<file path="config.mk">
export PLATFORM = sky130hd
export DESIGN_NAME = busreq_grant
export DESIGN_NICKNAME = d
export VERILOG_FILES = /design/src/rtl/busreq_grant_pkg.sv /design/src/rtl/busreq_grant_timer.sv /design/src/rtl/busreq_grant_fsm.sv /design/src/rtl/busreq_grant_tag.sv /design/src/rtl/busreq_grant.sv
export SDC_FILE = /design/constraint.sdc
export NUM_CORES = 1
export LEC_CHECK = 0
export BUFFER_PORTS_ARGS = -buffer_cell sky130_fd_sc_hd__buf_4
export CAP_MARGIN = 20
export CELL_PAD_IN_SITES_DETAIL_PLACEMENT = 0
export CELL_PAD_IN_SITES_GLOBAL_PLACEMENT = 2
export CORE_UTILIZATION = 19
export CTS_CLUSTER_DIAMETER = 50
export DETAILED_ROUTE_END_ITERATION = 16
export PLACE_DENSITY = 0.62
export SYNTH_ARGS = -nofsm -noshare
export SYNTH_HDL_FRONTEND = slang
export SYNTH_SLANG_ARGS = --single-unit
</file>
<file path="constraint.sdc">
create_clock -name clk -period 0.8 [get_ports clk]
set_clock_uncertainty 0.1 [all_clocks]
set_input_delay 0.08 -clock clk [delete_from_list [all_inputs] [get_ports clk]]
set_output_delay 0.08 -clock clk [all_outputs]
set_load 0.005 [all_outputs]
</file>
<file path="src/rtl/busreq_grant_pkg.sv">
package busreq_grant_pkg;

    localparam int unsigned BRG_PRE_W = 2;
    localparam int unsigned BRG_ID_W  = 2;

    typedef enum logic [1:0] {
        ST_IDLE   = 2'd0,
        ST_ACCEPT = 2'd1,
        ST_GRANT  = 2'd2
    } brg_state_e;

    // Number of low cycles of the available output for one grant.
    function automatic int unsigned hold_len(input logic miss, input int unsigned code);
        return miss ? (code + 1) : 1;
    endfunction

endpackage

</file>
<file path="src/rtl/busreq_grant_timer.sv">
module busreq_grant_timer #(
    parameter int unsigned PRE_W = 2
) (
    input  logic             clk,
    input  logic             rst,
    input  logic             load,
    input  logic [PRE_W-1:0] load_val,
    output logic             last
);
    logic [PRE_W-1:0] cnt_q;

    always_ff @(posedge clk) begin
        if (rst) begin
            cnt_q <= '0;
        end else if (load) begin
            cnt_q <= load_val;
        end else if (cnt_q != '0) begin
            cnt_q <= cnt_q - 1'b1;
        end
    end

    assign last = (cnt_q == '0);
endmodule

</file>
<file path="src/rtl/busreq_grant_fsm.sv">
module busreq_grant_fsm
    import busreq_grant_pkg::*;
#(
    parameter int unsigned PRE_W = 2
) (
    input  logic             clk,
    input  logic             rst,
    input  logic             req_n,
    input  logic             row_miss,
    input  logic [PRE_W-1:0] pre_code,
    input  logic             hold_last,
    output brg_state_e       st,
    output logic             load,
    output logic [PRE_W-1:0] load_val,
    output logic             avail_n,
    output logic             viol
);
    brg_state_e st_q, st_d;
    logic       viol_q;
    logic       req_hit;

    assign req_hit = ~req_n;

    always_comb begin
        st_d = st_q;
        unique case (st_q)
            ST_IDLE:   if (req_hit) st_d = ST_ACCEPT;
            ST_ACCEPT: st_d = ST_GRANT;
            ST_GRANT:  if (hold_last) st_d = ST_IDLE;
            default:   st_d = ST_IDLE;
        endcase
    end

    always_ff @(posedge clk) begin
        if (rst) begin
            st_q   <= ST_IDLE;
            viol_q <= 1'b0;
        end else begin
            st_q <= st_d;
            if (st_q == ST_ACCEPT && req_hit) begin
                viol_q <= 1'b1;
            end
        end
    end

    assign load     = (st_q == ST_ACCEPT);
    assign load_val = PRE_W'(hold_len(row_miss, int'(pre_code)) - 1);
    assign avail_n  = (st_q != ST_GRANT);
    assign viol     = viol_q;
    assign st       = st_q;
endmodule

</file>
<file path="src/rtl/busreq_grant_tag.sv">
module busreq_grant_tag #(
    parameter int unsigned ID_W = 2
) (
    input  logic            clk,
    input  logic            rst,
    input  logic            ack_i,
    input  logic [ID_W-1:0] chan_i,
    output logic            ack_o,
    output logic [ID_W-1:0] id_o
);
    always_ff @(posedge clk) begin
        if (rst) begin
            ack_o <= 1'b0;
            id_o  <= '0;
        end else begin
            ack_o <= ack_i;
            id_o  <= ack_i ? chan_i : '0;
        end
    end
endmodule

</file>
<file path="src/rtl/busreq_grant.sv">
module busreq_grant
    import busreq_grant_pkg::*;
#(
    parameter int unsigned PRE_W = BRG_PRE_W,
    parameter int unsigned ID_W  = BRG_ID_W
) (
    input  logic             clk,
    input  logic             rst,
    input  logic             req_n,
    input  logic             row_miss,
    input  logic [PRE_W-1:0] pre_code,
    input  logic             ack_i,
    input  logic [ID_W-1:0]  chan_i,
    output logic             avail_n,
    output logic             ack_o,
    output logic [ID_W-1:0]  id_o,
    output logic             proto_err
);
    brg_state_e       st_w;
    logic             load_w;
    logic [PRE_W-1:0] load_val_w;
    logic             last_w;

    busreq_grant_fsm #(.PRE_W(PRE_W)) u_fsm (
        .clk       (clk),
        .rst       (rst),
        .req_n     (req_n),
        .row_miss  (row_miss),
        .pre_code  (pre_code),
        .hold_last (last_w),
        .st        (st_w),
        .load      (load_w),
        .load_val  (load_val_w),
        .avail_n   (avail_n),
        .viol      (proto_err)
    );

    busreq_grant_timer #(.PRE_W(PRE_W)) u_timer (
        .clk      (clk),
        .rst      (rst),
        .load     (load_w),
        .load_val (load_val_w),
        .last     (last_w)
    );

    busreq_grant_tag #(.ID_W(ID_W)) u_tag (
        .clk    (clk),
        .rst    (rst),
        .ack_i  (ack_i),
        .chan_i (chan_i),
        .ack_o  (ack_o),
        .id_o   (id_o)
    );
endmodule

</file>
==> results.json <==
{
  "status": "finished, violations left",
  "violations": "hold timing, setup timing",
  "die_y_microns": 39.5,
  "syn_nets": 36,
  "core-area_sq_um": 1300,
  "synth_area_sq_um": 267,
  "fin_crit_ns": 1.01,
  "clk_pin_slew_ns": 0.06,
  "grt_antenna_before_repair": 0,
  "syn_avg_cell_area_sq_um": 9.87,
  "port_buffers": 13,
  "clock_sinks": 8,
  "drtIter0Drc": 2,
  "r2r_end": "u_timer.cnt_q[1]$_SDFFE_PP0P_",
  "dp_slack_ns": -0.132,
  "h-tree-depth": 1,
  "relSlewSlack_pct": 87.3,
  "startpoint_type": "flip-flop",
  "cp_max_fo": 2,
  "root_buffer": "clkbuf_4",
  "setup_ws_ns": -0.214,
  "max_freq_mhz": 986,
  "fin_crit_sh_pct": 127,
  "grt_max_degree": 7,
  "rows": 13,
  "hp-start": "req_n",
  "r2r-start": "u_fsm.st[0]$_SDFFE_PP0P_",
  "grt_pass1_vias": 215,
  "fin_nets": 56,
  "die_w_microns": 39.5,
  "ys_warn_count": 0,
  "cts_buffer_depth": 2,
  "finalWirelength_microns": 563,
  "dp_hpwl_microns": 421,
  "gp_congestion": 0.654,
  "p_leak_nw": 0.200,
  "setup_viol": 10,
  "end_kind": "primary output",
  "die-area_sq_um": 1560,
  "ys_ff_latch": 8,
  "drv_cap": 0,
  "vias": 250,
  "initial_core_util_pct": 20.5,
  "syn_to_final_growth_pct": 77.5,
  "required_ns": 0.62,
  "ir_worst_vdd_v": 0.000708,
  "clk_latency_ns": 0.26,
  "powerDensity_nw_per_um2": 1820,
  "synthCells": 27,
  "fin_hold_ws_ns": -0.123,
  "hold_class": "input pin to flip-flop",
  "synth_top_area_share_pct": 60.1,
  "tightest_slew_ns": 0.189,
  "worstSetupPathType": "flip-flop to primary output",
  "drcViolationCount": 0,
  "slew_viol_final": 0,
  "synth_top_area_cell": "dfxtp_1",
  "arrival_ns": 0.83,
  "globalRouteOverflowTotal": 0,
  "ys_seq_area_share_pct": 60.1,
  "reg2reg_depth": 4,
  "grt_use_total_pct": 8.84,
  "viasPerCell": 4.10,
  "drt-pass1-iter-count": 3,
  "wl_per_cell_microns": 9.23,
  "cts_buffers": 3,
  "hold_viol": 8,
  "synth_area_leaders": "dfxtp_1 (60%), a21oi_1 (5.6%), nand3_1 (5.6%), and2_1 (4.7%), nand2b_1 (4.7%)",
  "fin_setup_tns_ns": -1.17,
  "ios": 14,
  "rsz0062_at_grt": "true",
  "cts_tree": "built",
  "grt_pass1_wl_microns": 807,
  "diodes": 0,
  "drive_gt1_share_pct": 58.7,
  "ant_nets": 0,
  "hold_path_end": "u_fsm.st[0]$_SDFFE_PP0P_",
  "hold_depth": 2,
  "netlist-cell-type-count": 12,
  "r2r_slack_ns": -0.19
}
==> worst max path at each step <==
stage | from | to | cells past startpoint
4_1_cts | u_fsm.st[0]$_SDFFE_PP0P_ | avail_n | 2
3_5_place_dp | u_fsm.st[0]$_SDFFE_PP0P_ | u_fsm.st[1]$_SDFFE_PP0P_ | 3
3_3_place_gp | u_fsm.st[0]$_SDFFE_PP0P_ | u_fsm.st[1]$_SDFFE_PP0P_ | 3
5_1_grt | u_fsm.st[0]$_SDFFE_PP0P_ | avail_n | 2
2_1_floorplan | u_fsm.st[1]$_SDFFE_PP0P_ | u_fsm.st[1]$_SDFFE_PP0P_ | 3
6_report | u_fsm.st[0]$_SDFFE_PP0P_ | avail_n | 2
==> final cells by class <==
class	count	area [sq um]
clock buffer	4	26.3
fill	154	828
inverter	1	3.75
multi-input combinational	18	130
sequential	8	170
tap	15	18.8
timing repair buffer	15	124
==> critical path, cell delays in order (launching register included) <==
cell	delay [ns]
dfxtp_4	0.34
nand2b_4	0.13
buf_6	0.11
==> timing repair <==
action,CTS,global route
hold endpoints to repair,8,8
pin swaps,1,0
cloned,0,0
resized for setup,5,3
setup endpoints to repair,10,10
buffers inserted,1,1
==> report_power, final <==
part	internal (mW)	total, mW	switching, mW
sequential	0.414	0.425	0.0109
combinational	0.0730	0.109	0.0358
clock	0.191	0.329	0.138
==> state kept, by name, summed over array words and instances, names as in the netlist <==
signal,cells
u_tag.id_o,2
u_fsm.st,2
u_timer.cnt_q,2
u_tag.ack_o,1
u_fsm.viol,1
==> synthesized netlist by cell type <==
cell	count
o21ai_1	1
nand3b_1	1
nor4_1	1
nor2b_1	2
and2_1	2
a21oi_1	3
nand3_1	3
dfxtp_1	8
nor2_1	2
inv_1	1
nor2b_2	1
nand2b_1	2
==> placed cells by master (no fill, tap or decap), drive strengths merged <==
master  instances
a21oi           3
and2            2
buf            15
clkbuf          4
dfxtp           8
inv             1
nand2b          2
nand3           3
nand3b          1
nor2            2
nor2b           3
nor4            1
o21ai           1
==> metal layers <==
metal	track usage, %	wire length, microns	vias to the layer above
met3	5.11	46	0
met2	10.2	271	11
met4	7.76	0	0
met1	11.0	245	111
met5	0	0	-
li1	-	-	128
==> through the flow <==
step                hold WS, ns  area [sq um]  std cells  util [%]  power [mW]
finish                   -0.123           473         61      36.3       0.862
global route             -0.129           473         61      36.3       0.918
CTS                      -0.132           457         60      35.1       0.880
detailed placement        0.149           408         55      31.3       0.526
global placement          0.147           408         55      31.3       0.525
floorplan                0.0419           292         27         -       0.470
==> kinds of logic after synthesis <==
kind of cell,share of synthesized area (%)
compound gates,7.51
flops,60.1
simple gates,31.0
buf+inv,1.41
(Power assumes the default switching activity.)
